File: config.mk
export PLATFORM = sky130hd
export DESIGN_NAME = sandcastle_gen
export DESIGN_NICKNAME = d
export VERILOG_FILES = /design/src/rtl/sandcastle_pkg.sv /design/src/rtl/clamp_oneshot.sv /design/src/rtl/vblank_timer.sv /design/src/rtl/fault_blank.sv /design/src/rtl/sandcastle_gen.sv
export SDC_FILE = /design/constraint.sdc
export NUM_CORES = 1
export LEC_CHECK = 0
export CORE_MARGIN = 1.5
export CORE_UTILIZATION = 45
export CTS_CLUSTER_DIAMETER = 200
export DETAILED_ROUTE_END_ITERATION = 16
export GPL_ROUTABILITY_DRIVEN = 0
export PLACE_DENSITY = 0.72
export SYNTH_ARGS = -nofsm -noshare
export SYNTH_HDL_FRONTEND = slang
export SYNTH_SLANG_ARGS = --single-unit
File: constraint.sdc
create_clock -name clk_i -period 1.5 [get_ports clk_i]
set_input_delay 0.3 -clock clk_i [delete_from_list [all_inputs] [get_ports clk_i]]
set_output_delay 0.3 -clock clk_i [all_outputs]
set_load 0.02 [all_outputs]
File: src/rtl/sandcastle_pkg.sv
package sandcastle_pkg;
  typedef enum logic [1:0] {
    LVL_NONE  = 2'b00,
    LVL_BLANK = 2'b01,
    LVL_CLAMP = 2'b10
  } sc_level_e;
endpackage

File: src/rtl/clamp_oneshot.sv
module clamp_oneshot #(
  parameter int unsigned CLAMP_W         = 7,
  parameter int unsigned CLAMP_DLY_LEAD  = 3,
  parameter int unsigned CLAMP_DLY_TRAIL = 1
) (
  input  logic clk_i,
  input  logic rst_ni,
  input  logic hsync_i,
  input  logic lead_sel_i,
  output logic lead_o,
  output logic clamp_o
);
  localparam int unsigned MAX_DLY = (CLAMP_DLY_LEAD > CLAMP_DLY_TRAIL) ?
                                    CLAMP_DLY_LEAD : CLAMP_DLY_TRAIL;
  localparam int unsigned CW = $clog2(MAX_DLY + CLAMP_W + 1);

  logic          hs_q, busy_q, trig;
  logic [CW-1:0] ctr_q, dly_q, last;

  assign lead_o = hsync_i & ~hs_q;
  assign trig   = lead_sel_i ? lead_o : (~hsync_i & hs_q);
  assign last   = dly_q + CW'(CLAMP_W - 1);

  always_ff @(posedge clk_i or negedge rst_ni) begin
    if (!rst_ni) begin
      hs_q   <= 1'b0;
      busy_q <= 1'b0;
      ctr_q  <= '0;
      dly_q  <= '0;
    end else begin
      hs_q <= hsync_i;
      if (busy_q) begin
        if (ctr_q == last) busy_q <= 1'b0;
        else               ctr_q  <= ctr_q + CW'(1);
      end else if (trig) begin
        busy_q <= 1'b1;
        ctr_q  <= '0;
        dly_q  <= lead_sel_i ? CW'(CLAMP_DLY_LEAD) : CW'(CLAMP_DLY_TRAIL);
      end
    end
  end

  assign clamp_o = busy_q && (ctr_q >= dly_q);

  // sequence runs uninterrupted once started
  p_no_retrig_r4: assert property (@(posedge clk_i) disable iff (!rst_ni)
    (busy_q && ctr_q != last) |=> (busy_q && ctr_q == $past(ctr_q) + CW'(1)));
  p_start_r2: assert property (@(posedge clk_i) disable iff (!rst_ni)
    (!busy_q && trig) |=> (busy_q && ctr_q == '0));
  p_clamp_in_seq_r3: assert property (@(posedge clk_i) disable iff (!rst_ni)
    clamp_o |-> (busy_q && ctr_q <= last));
endmodule

File: src/rtl/vblank_timer.sv
module vblank_timer #(
  parameter int unsigned VBLANK_SHORT = 26,
  parameter int unsigned VBLANK_LONG  = 35
) (
  input  logic clk_i,
  input  logic rst_ni,
  input  logic vsync_i,
  input  logic scan_start_i,
  input  logic long_sel_i,
  output logic vblank_o
);
  localparam int unsigned MAXV = (VBLANK_LONG > VBLANK_SHORT) ? VBLANK_LONG : VBLANK_SHORT;
  localparam int unsigned VW   = $clog2(MAXV + 1);

  logic          vs_q, on_q, vs_rise;
  logic [VW-1:0] cnt_q, lim;

  assign vs_rise = vsync_i & ~vs_q;
  assign lim     = long_sel_i ? VW'(VBLANK_LONG - 1) : VW'(VBLANK_SHORT - 1);

  always_ff @(posedge clk_i or negedge rst_ni) begin
    if (!rst_ni) begin
      vs_q  <= 1'b0;
      on_q  <= 1'b0;
      cnt_q <= '0;
    end else begin
      vs_q <= vsync_i;
      if (vs_rise) begin
        on_q  <= 1'b1;
        cnt_q <= '0;
      end else if (on_q) begin
        if (scan_start_i || cnt_q == lim) on_q  <= 1'b0;
        else                              cnt_q <= cnt_q + VW'(1);
      end
    end
  end

  assign vblank_o = on_q;

  p_vb_start_r5: assert property (@(posedge clk_i) disable iff (!rst_ni)
    vs_rise |=> vblank_o);
  p_vb_scan_end_r6: assert property (@(posedge clk_i) disable iff (!rst_ni)
    (vblank_o && scan_start_i && !vs_rise) |=> !vblank_o);
  p_vb_bound_r5: assert property (@(posedge clk_i) disable iff (!rst_ni)
    vblank_o |-> cnt_q <= VW'(MAXV - 1));
endmodule

File: src/rtl/fault_blank.sv
module fault_blank #(
  parameter int unsigned MISS_LINES = 2
) (
  input  logic clk_i,
  input  logic rst_ni,
  input  logic lead_i,
  input  logic flyback_i,
  input  logic softstart_i,
  input  logic unlock_i,
  input  logic search_i,
  input  logic xray_i,
  input  logic low_supply_i,
  input  logic mask_unlock_i,
  output logic force_o
);
  localparam int unsigned MW = $clog2(MISS_LINES + 1);

  logic          fb_q, fb_rise, missing, unlock_cause;
  logic [MW-1:0] miss_q;

  assign fb_rise = flyback_i & ~fb_q;
  assign missing = (miss_q == MW'(MISS_LINES));

  always_ff @(posedge clk_i or negedge rst_ni) begin
    if (!rst_ni) begin
      fb_q   <= 1'b0;
      miss_q <= '0;
    end else begin
      fb_q <= flyback_i;
      if (fb_rise)                  miss_q <= '0;
      else if (lead_i && !missing)  miss_q <= miss_q + MW'(1);
    end
  end

  assign unlock_cause = unlock_i & search_i;
  assign force_o = softstart_i | xray_i | low_supply_i | missing |
                   (unlock_cause & ~mask_unlock_i);

  p_miss_sat_r9: assert property (@(posedge clk_i) disable iff (!rst_ni)
    miss_q <= MW'(MISS_LINES));
  p_fb_clear_r9: assert property (@(posedge clk_i) disable iff (!rst_ni)
    fb_rise |=> !missing);
  p_prot_force_r7: assert property (@(posedge clk_i) disable iff (!rst_ni)
    (softstart_i || xray_i || low_supply_i) |-> force_o);
endmodule

File: src/rtl/sandcastle_gen.sv
module sandcastle_gen
  import sandcastle_pkg::*;
#(
  parameter int unsigned CLAMP_W         = 7,
  parameter int unsigned CLAMP_DLY_LEAD  = 3,
  parameter int unsigned CLAMP_DLY_TRAIL = 1,
  parameter int unsigned VBLANK_SHORT    = 26,
  parameter int unsigned VBLANK_LONG     = 35,
  parameter int unsigned MISS_LINES      = 2
) (
  input  logic       clk_i,
  input  logic       rst_ni,
  input  logic       hsync_i,
  input  logic       vsync_i,
  input  logic       vscan_start_i,
  input  logic       flyback_i,
  input  logic       softstart_i,
  input  logic       pll_unlock_i,
  input  logic       search_i,
  input  logic       xray_i,
  input  logic       low_supply_i,
  input  logic       clamp_lead_i,
  input  logic       vblank_long_i,
  input  logic       unlock_mask_i,
  output logic [1:0] level_o,
  output logic       unlock_blank_o
);
  logic      lead, clamp_act, vblank, force_blank, any_blank;
  sc_level_e level;

  clamp_oneshot #(
    .CLAMP_W(CLAMP_W), .CLAMP_DLY_LEAD(CLAMP_DLY_LEAD), .CLAMP_DLY_TRAIL(CLAMP_DLY_TRAIL)
  ) u_clamp (
    .clk_i(clk_i), .rst_ni(rst_ni), .hsync_i(hsync_i), .lead_sel_i(clamp_lead_i),
    .lead_o(lead), .clamp_o(clamp_act)
  );

  vblank_timer #(.VBLANK_SHORT(VBLANK_SHORT), .VBLANK_LONG(VBLANK_LONG)) u_vb (
    .clk_i(clk_i), .rst_ni(rst_ni), .vsync_i(vsync_i), .scan_start_i(vscan_start_i),
    .long_sel_i(vblank_long_i), .vblank_o(vblank)
  );

  fault_blank #(.MISS_LINES(MISS_LINES)) u_fault (
    .clk_i(clk_i), .rst_ni(rst_ni), .lead_i(lead), .flyback_i(flyback_i),
    .softstart_i(softstart_i), .unlock_i(pll_unlock_i), .search_i(search_i),
    .xray_i(xray_i), .low_supply_i(low_supply_i), .mask_unlock_i(unlock_mask_i),
    .force_o(force_blank)
  );

  assign any_blank = vblank | force_blank;

  always_comb begin
    if (clamp_act)      level = LVL_CLAMP;
    else if (any_blank) level = LVL_BLANK;
    else                level = LVL_NONE;
  end

  assign level_o        = level;
  assign unlock_blank_o = any_blank;

  p_clamp_prio_r10: assert property (@(posedge clk_i) disable iff (!rst_ni)
    (clamp_act && vblank) |-> level_o == 2'b10);
  p_ub_vb_r11: assert property (@(posedge clk_i) disable iff (!rst_ni)
    vblank |-> unlock_blank_o);
  p_mask_keeps_vb_r8: assert property (@(posedge clk_i) disable iff (!rst_ni)
    (unlock_mask_i && !clamp_act && vblank) |-> level_o == 2'b01);
endmodule

Word level (Yosys, flattened, before mapping)
Cells that the tools add are included.

storage, ports and cells
  bits in registers = 21
  input port bits = 14

cells by class
  mux-type cells = 19
  equal/unequal tests = 5
  bitwise operators = 17
  magnitude comparators = 1
  add/sub/neg operators = 4
  reduce and logical (&&, ||, !) cells = 10

operators by type and width
  cell                                                   count
  2-to-1 mux 6 bit                                       4
  2-to-1 mux 4 bit                                       3
  2-to-1 mux 1 bit                                       8
  2-to-1 mux 2 bit                                       4
  adder 6 x 1 -> 6 bit, second input constant            1
  AND 1 bit                                              6
  equality test 6 bit                                    1
  NOT 1 bit                                              6
  AND reduction 2 bit                                    3
  nonzero test 2 bit                                     3
  bitwise OR 1 bit                                       5
  adder 4 x 1 -> 4 bit, second input constant            1
  adder 4 x 3 -> 4 bit, second input constant            1
  equality test 4 bit                                    1
  greater-or-equal comparator 4 bit                      1
  adder 2 x 1 -> 2 bit, second input constant            1
  equality test 2 bit, second input constant             1
  logical AND 1 bit                                      2
  inequality test 2 x 1 -> 1 bit, second input constant  1
  inequality test 2 bit, second input constant           1
  zero test 1 bit                                        1
  logical OR 1 bit                                       1

Depth between registers and ports, before layout
Gate-level depths: netlist of run 1.

  depth after elaboration = 7
  depth in mapped cells = 6
  gate-level depth less buffers = 6

Hierarchy
A second synthesis of run 1 with hierarchy kept.

second synthesis, totals
  cell total of the unflattened synthesis = 105
  area total of the unflattened synthesis = 1062.3 um^2

by module, submodules not included
  module          instances  cells each  area each (um^2)  sequential area each (um^2)
  clamp_oneshot   1          47          470.5             200.2
  vblank_timer    1          39          406.6             200.2
  fault_blank     1          16          161.4             75.1
  sandcastle_gen  1          3           23.8              0.0

Least setup slack after synthesis of run 1
Ideal clock, no wire load.

  path type = flip-flop to output port
  start point = reg u_clamp.ctr_q[0]
  end point = out level_o[0]
  data required time = 1.200 ns
  setup slack = -0.162 ns
  buffers on the path = 0
  data arrival time = 1.362 ns
  cell stages (with the launch flop) = 6
  path through = dfrtp_1 -> inv_1 -> ha_1 -> o21ai_0 -> a21boi_0 -> a31oi_1

on the way
  cells in the longest elaborated chain, start to end = 3

ends and longest elaborated chain
  what                               RTL line              RTL
  from (decl)                        clamp_oneshot.sv:18   logic [CW-1:0] ctr_q, dly_q, last;
  from (signal assigned)             clamp_oneshot.sv:34   else ctr_q <= ctr_q + CW'(1);
  greater-or-equal comparator 4 bit  clamp_oneshot.sv:43   assign clamp_o = busy_q && (ctr_q >= dly_q);
  logical AND 1 bit                  clamp_oneshot.sv:43
  via clamp_act                      sandcastle_gen.sv:28  logic lead, clamp_act, vblank, force_blank, any_blank;
  2-to-1 mux 2 bit                   sandcastle_gen.sv:53  if (clamp_act) level = LVL_CLAMP;
  to (decl)                          sandcastle_gen.sv:25  output logic [1:0] level_o,

The timed path passes the listed nets, and every way through them passes these cells.

Worst setup path in the final report of run 1
  start point = reg u_clamp.dly_q[0]
  end point = out level_o[0]

on the way
  cells in the longest elaborated chain, start to end = 3

ends and longest elaborated chain
  what                               RTL line              RTL
  from (decl)                        clamp_oneshot.sv:18
  from (signal assigned)             clamp_oneshot.sv:38   dly_q <= lead_sel_i ? CW'(CLAMP_DLY_LEAD) : CW'(CLAMP_DLY_TRAIL);
  greater-or-equal comparator 4 bit  clamp_oneshot.sv:43
  logical AND 1 bit                  clamp_oneshot.sv:43
  2-to-1 mux 2 bit                   sandcastle_gen.sv:53

Every way passes these cells.

==> results.txt, run 1 <==
Die Span X -> 51.04 µm
RSZ-0062 raised after global routing -> true
Pwr Density -> 1468 mW/mm²
Synthesis-stage register bit count -> 19
Setup Viol. Count Final -> 7
Layout Utilization -> 0.6927
Syn Area/Cell -> 9.616 µm²
H-tree levels -> 1
WL final -> 2150 µm
Num ports -> 17
Skew-Pair Late Insertion Delay -> 0.29 ns
Drt drc -> 0
Worst stage delay on the critical path -> 0.42 ns
Tot Pwr -> 2.228 mW
Worst path slowest cell -> dfrtp_1
Cell Int Power -> 1.398 mW
Number of global-route vias before repair -> 939
Area grow syn2layout -> 46.15%
Hold Fails Final Rpt -> 0
Synth Cell Area -> 0.001038 mm²
Row count -> 17
Area of the multi-input gates -> 626.9 µm²
Number of vias per cell -> 5.130
Initial antenna violation count -> 0
Register area -> 475.5 µm²
Final Cell Area -> 0.001518 mm²
Sequential-to-total area share from yosys stat -> 0.4578
Inserted Diodes -> 0
EDFF count, synth -> 0
Top FF cell, synth -> dfrtp_1
Share of cells above drive strength 1 -> 0.3289
Wirelength per Cell -> 12.15 µm
Fillers -> 162
Seq pwr share -> 0.319
CTS Buf Count -> 3
Period utilization -> 1.198
Combinational power share -> 0.568
FF-to-FF End -> u_vb.cnt_q[1]$_DFFE_PN0P_
Worst R2R Path Depth -> 4
CTS tree -> done
CP top delay family -> flip-flops
Routed Antenna Nets -> 0
Library cells used by synthesis -> 30
Initial Util -> 0.4740
Crit-path cells -> ha_4 > o21ai_2 > a21boi_2 > a31oi_2 > buf_4
Final worst slack -> -0.2963 ns
CP max FO -> 2
Total of max-cap violations -> 0
First-pass DRT Iterations -> 4
R2R Setup Slk -> -0.12 ns
Most frequent cells in the layout -> buf_4 (22), dfrtp_1 (19), nand2_1 (14)
Crit Path Class -> reg -> out
Port bufs -> 16
Nets@finish -> 169
Req. time, crit path -> 1.20 ns
Hpwl dp -> 1641 µm
Area after DPL -> 0.001379 mm²
Peak Freq -> 556.7 MHz
Gr usage total -> 0.1862
Clock Sinks -> 19
First-pass GRT wire length -> 3712 µm
Slew Limit Headroom -> 0.8006
Die Span Y -> 51.04 µm
Final Skew -> 0.003321 ns
Switching share of total power -> 0.3728
Sw power -> 0.8308 mW
Count of final max-slew check failures -> 0
Initial DRC count -> 18
Via count -> 908
WP buf/inv -> 1
Ys async rst share -> 1.000
Clock tree buffer depth -> 2
Syn nets -> 127
Global route overflow -> 0
Tmin final -> 1.796 ns
Failing checks -> negative setup slack
Maximum vdd ir drop -> 0.9699 mV
Most common cell after layout, fill and taps aside -> buf_4
Crit path DAT -> 1.50 ns
Core Box Area -> 0.002191 mm²
Actual slew at the worst max-slew pin -> 0.2985 ns
Setup tns final -> -0.9825 ns
Largest net degree at the start of global routing -> 20
Leak -> 0.6928 nW
CP Capture Type -> output pin
# hold bufs at CTS -> 0
Worst Setup SP -> u_clamp.dly_q[0]$_DFFE_PN0P_
Startpoint types -> register
Worst r2r src -> u_vb.cnt_q[3]$_DFFE_PN0P_
Clock power frac -> 0.113
Status -> finished with violations
Full die area -> 0.002605 mm²
Post-Synthesis Cells -> 108
Worst Hold Class -> in -> async
Clock Pin Slew Worst Setup and Hold Paths -> 0.11 ns
Root buffer cell -> clkbuf_4
Warnings from Yosys -> 0
==> sequential cells by signal, summed over array words and instances, names as in the netlist <==
name            cells
u_vb.cnt_q          6
u_clamp.ctr_q       4
u_clamp.dly_q       2
u_fault.miss_q      2
u_clamp.busy_q      1
u_clamp.hs_q        1
u_fault.fb_q        1
u_vb.vblank_o       1
u_vb.vs_q           1
==> routing by layer <==
metal,vias up,routed length (µm),GRT usage,share of wire
met1,435,1034,0.2429,0.48
met5,-,0,0,0
met3,0,64,0.02047,0.030
li1,459,-,-,-
met2,14,1051,0.3312,0.49
met4,0,0,0.04054,0
==> kinds of logic after synthesis <==
kind of cell | Yosys count | share of synthesized area
mux | 5 | 0.04819
buf+inv | 7 | 0.02892
xor+xnor | 4 | 0.03374
flops | 19 | 0.4578
simple gates | 52 | 0.2687
compound gates | 16 | 0.1024
fa+ha+maj | 5 | 0.06024
==> cells in the mapped netlist (all sizes together), types with 2 or more instances <==
cell type / count / share of area
nor3: 3 / 0.014
a31oi: 3 / 0.018
or3b: 2 / 0.017
nand2b: 4 / 0.024
nor2b: 4 / 0.024
inv: 5 / 0.018
nor3b: 2 / 0.014
o21ai: 3 / 0.025
xor2: 3 / 0.025
nand3: 2 / 0.0096
ha: 5 / 0.060
nand2: 14 / 0.051
nor2: 11 / 0.040
a21oi: 6 / 0.029
or4b: 2 / 0.019
dfrtp: 19 / 0.46
mux2i: 5 / 0.048
a21boi: 2 / 0.014
nand3b: 2 / 0.014
nand4: 3 / 0.018
==> power by group through the flow <==
stage / sequential (mW) / combinational (mW) / clock, mW
3_5_place_dp: 0.703 / 1.07 / 0
6_report: 0.711 / 1.27 / 0.251
3_3_place_gp: 0.697 / 1.03 / 0
5_1_grt: 0.725 / 1.41 / 0.282
4_1_cts: 0.694 / 1.09 / 0.265
2_1_floorplan: 0.724 / 0.592 / 0
==> timing repair <==
| item | 4_1_cts | 5_1_grt |
|---|---|---|
| pin swaps | 5 | 8 |
| setup buffers | 2 | 3 |
| setup endpoints to repair | 7 | 13 |
| resized for setup | 20 | 16 |
==> stage by stage <==
step | worst slack (ns) | instances | hold WS (ns)
after global placement | -0.4790 | 170 | 0.4581
final | -0.2963 | 177 | 0.3323
after floorplan | -0.05738 | 108 | 0.004409
after global routing | -0.3615 | 177 | 0.3538
after detailed placement | -0.5396 | 170 | 0.4714
after CTS | -0.3625 | 176 | 0.3299
==> area by class of cell <==
cell class	instances	area share
well taps	28	0.02308
inverters	5	0.01237
repair buffers	39	0.2201
multi-input cells	82	0.4130
flip-flops and latches	19	0.3133
clock inverters	1	0.003298
clock buffers	3	0.01484
==> worst max path at each step <==
stage                                endpoint  slack (ns)  depth (start not counted)
floorplan           u_vb.cnt_q[0]$_DFFE_PN0P_       -0.06                          4
global placement                   level_o[0]       -0.48                          4
detailed placement                 level_o[0]       -0.54                          5
CTS                                level_o[0]       -0.36                          6
global route                       level_o[0]       -0.36                          6
finish                             level_o[0]       -0.30                          5
No activity file was read; power rests on OpenSTA's default activity.
==> inputs of run 2 (changes only) <==
--- a/config.mk
+++ b/config.mk
@@ -10,7 +10,7 @@
 export CTS_CLUSTER_DIAMETER = 200
 export DETAILED_ROUTE_END_ITERATION = 16
 export GPL_ROUTABILITY_DRIVEN = 0
-export PLACE_DENSITY = 0.72
+export PLACE_DENSITY = 0.69
 export SYNTH_ARGS = -nofsm -noshare
 export SYNTH_HDL_FRONTEND = slang
 export SYNTH_SLANG_ARGS = --single-unit
==> constraint.sdc (replaced) <==
create_clock -name clk_i -period 2 [get_ports clk_i]
set_input_delay 0.4 -clock clk_i [delete_from_list [all_inputs] [get_ports clk_i]]
set_output_delay 0.4 -clock clk_i [all_outputs]
set_load 0.02 [all_outputs]
==> run 2 against run 1 <==
- the run now ends clean
- non-clock buffer count decreased by 11
- first-iteration DRC count decreased by 67%
- sequential power decreased by 24%
- core utilization decreased by 7.8 points
- worst hold slack improved by 0.099 ns
- highest routed layer is now met4
- critical endpoint unchanged
- sequential share of layout area increased by 4.0 points
- flip-flop and latch count unchanged
- worst setup slack improved by 0.39 ns
- power decreased by 34%
==> results.txt, run 2 (same netlist as run 1, synthesis figures left out) <==
Hpwl dp -> 1722 µm (+5.0%)
CTS tree -> done
Register area -> 475.5 µm² (unchanged)
Max reg flops -> 6 (unchanged)
Initial Util -> 0.4740 (unchanged)
H-tree levels -> 1 (unchanged)
Actual slew at the worst max-slew pin -> 0.3598 ns (+0.06130 ns)
Final Cell Area -> 0.001348 mm² (-11%)
CTS Buf Count -> 3 (unchanged)
Full die area -> 0.002605 mm² (unchanged)
Pwr Density -> 1092 mW/mm² (-26%)
Num ports -> 17 (unchanged)
Port bufs -> 16 (unchanged)
Worst path slowest cell -> dfrtp_1
Number of vias per cell -> 5.120 (-0.18%)
Worst Hold Class -> in -> async
Drt drc -> 0 (unchanged)
Total of max-cap violations -> 0 (unchanged)
Crit-path cells -> ha_1 > o21ai_1 > a21boi_1 > a31oi_1 > buf_2
Initial DRC count -> 6 (-12)
WP buf/inv -> 1 (unchanged)
Period utilization -> 0.9552
Startpoint types -> register
Number of post-CTS setup repair buffers -> 0 (-2)
CP Capture Type -> output pin
Tmin final -> 1.910 ns
First-pass DRT Iterations -> 4 (unchanged)
Slew Limit Headroom -> 0.7596 (-0.04098)
Setup tns final -> 0 ns (+0.9825 ns)
R2R Setup Slk -> 0.28 ns (+0.40 ns)
Root buffer cell -> clkbuf_4
Largest net degree at the start of global routing -> 20 (unchanged)
Largest register by flop count -> u_vb.cnt_q
Row count -> 17 (unchanged)
Hold Fails Final Rpt -> 0 (unchanged)
Share of cells above drive strength 1 -> 0.1594 (-0.1694)
Area grow syn2layout -> 29.76%
Tot Pwr -> 1.472 mW (-34%)
Global route overflow -> 0 (unchanged)
First-pass GRT wire length -> 3836 µm (+3.3%)
Clock Pin Slew Worst Setup and Hold Paths -> 0.12 ns (about the same)
Most frequent cells in the layout -> dfrtp_1 (19), nand2_1 (14), clkdlybuf4s50_1 (13)
Nets@finish -> 158 (-6.5%)
Layout Utilization -> 0.6151 (-0.07767)
Routed Antenna Nets -> 0 (unchanged)
Count of final max-slew check failures -> 0 (unchanged)
Peak Freq -> 523.5 MHz
Req. time, crit path -> 1.60 ns (+0.40 ns)
Area of the multi-input gates -> 553.0 µm² (-12%)
Core Box Area -> 0.002191 mm² (unchanged)
Number of global-route vias before repair -> 853 (-9.2%)
Gr usage total -> 0.2009 (+0.01467)
Initial antenna violation count -> 0 (unchanged)
Placed insts -> 162 (-4.7%)
Wirelength per Cell -> 13.34 µm (+9.9%)
Die Span Y -> 51.04 µm (unchanged)
Worst stage delay on the critical path -> 0.39 ns (-0.03 ns)
Leak -> 0.6110 nW (-12%)
Die Span X -> 51.04 µm (unchanged)
WL final -> 2215 µm (+3.0%)
Biggest regs -> u_vb.cnt_q: 6 flops, u_clamp.ctr_q: 4 flops
CP max FO -> 2 (unchanged)
CP top delay family -> flip-flops
Crit path DAT -> 1.51 ns (about the same)
Setup Viol. Count Final -> 0 (-7)
Clock tree buffer depth -> 2 (unchanged)
Most common cell after layout, fill and taps aside -> dfrtp_1
FF-to-FF End -> u_vb.cnt_q[1]$_DFFE_PN0P_
Inserted Diodes -> 0 (unchanged)
Clock Sinks -> 19 (unchanged)
Skew-Pair Late Insertion Delay -> 0.29 ns (about the same)
RSZ-0062 raised after global routing -> true
Via count -> 850 (-6.4%)
Worst R2R Path Depth -> 4 (unchanged)
Area after DPL -> 0.001313 mm² (-4.8%)
Non-filler cells, final -> 166 (-6.2%)
Worst r2r src -> u_vb.cnt_q[3]$_DFFE_PN0P_
Final Skew -> 0.008943 ns (+0.005623 ns)
Fillers -> 205 (+27%)
Status -> finished, final reports clean
Maximum vdd ir drop -> 0.6140 mV (-37%)
Crit Path Class -> reg -> out
run 2: changes by cell type in the layout (fill, tap and decap cells not counted), moves of 2 or more:
cell	change
ha_1	+2
nor2_4	-2
o21ai_2	-2
buf_6	-3
buf_4	-10
run 2: worst max-delay path by stage:
stage | startpoint | endpoint | depth (start not counted)
global placement | unlock_mask_i | level_o[0] | 4
finish | u_clamp.dly_q[0]$_DFFE_PN0P_ | level_o[0] | 5
global route | u_clamp.dly_q[0]$_DFFE_PN0P_ | level_o[0] | 5
detailed placement | pll_unlock_i | level_o[0] | 4
CTS | u_clamp.dly_q[0]$_DFFE_PN0P_ | level_o[0] | 5
floorplan | u_clamp.ctr_q[0]$_DFFE_PN0P_ | level_o[0] | 5
run 2: per-stage QoR:
step / setup WS (ns) / hold slack (ns)
floorplan: 0.2376 / 0.1044
global placement: -0.1309 / 0.4580
detailed placement: -0.1735 / 0.4662
CTS: 0.01179 / 0.4329
global route: -0.01954 / 0.4525
finish: 0.08967 / 0.4316
run 2: layout make-up:
type / count / share of cell area
clock buffer: 4 / 0.01950
multi-input combinational: 82 / 0.4104
sequential: 19 / 0.3528
tap: 28 / 0.02600
inverter: 5 / 0.01393
timing repair buffer: 28 / 0.1773
run 2: layer usage:
layer	global-route usage	share of wire	routed length, µm
met5	0	0	0
met4	0.04054	0.0063	14
met3	0.03509	0.014	31
met2	0.3485	0.52	1152
met1	0.2629	0.46	1015
run 2: power by group:
| group | switching (mW) | total, mW | internal, mW | leakage (nW) |
|---|---|---|---|---|
| logic | 0.364 | 0.735 | 0.371 | 0.358 |
| clock network | 0.118 | 0.196 | 0.0775 | 0.0150 |
| registers | 0.0700 | 0.541 | 0.471 | 0.238 |
run 2: timing repair:
item | 4_1_cts | 5_1_grt
setup endpoints to repair | 3 | 3
resized for setup | 11 | 5
pin swaps | 0 | 1
hold endpoints to repair | 0 | 0
hold buffers | 0 | 0
==> inputs of run 3 (changes only) <==
--- a/config.mk
+++ b/config.mk
@@ -10,6 +10,7 @@
 export CTS_CLUSTER_DIAMETER = 200
 export DETAILED_ROUTE_END_ITERATION = 16
 export GPL_ROUTABILITY_DRIVEN = 0
+export HOLD_SLACK_MARGIN = 0.02
 export PLACE_DENSITY = 0.69
 export SYNTH_ARGS = -nofsm -noshare
 export SYNTH_HDL_FRONTEND = slang
==> results of run 3 <==
The final DEF is identical to that of run 2; final timing and power are the same.
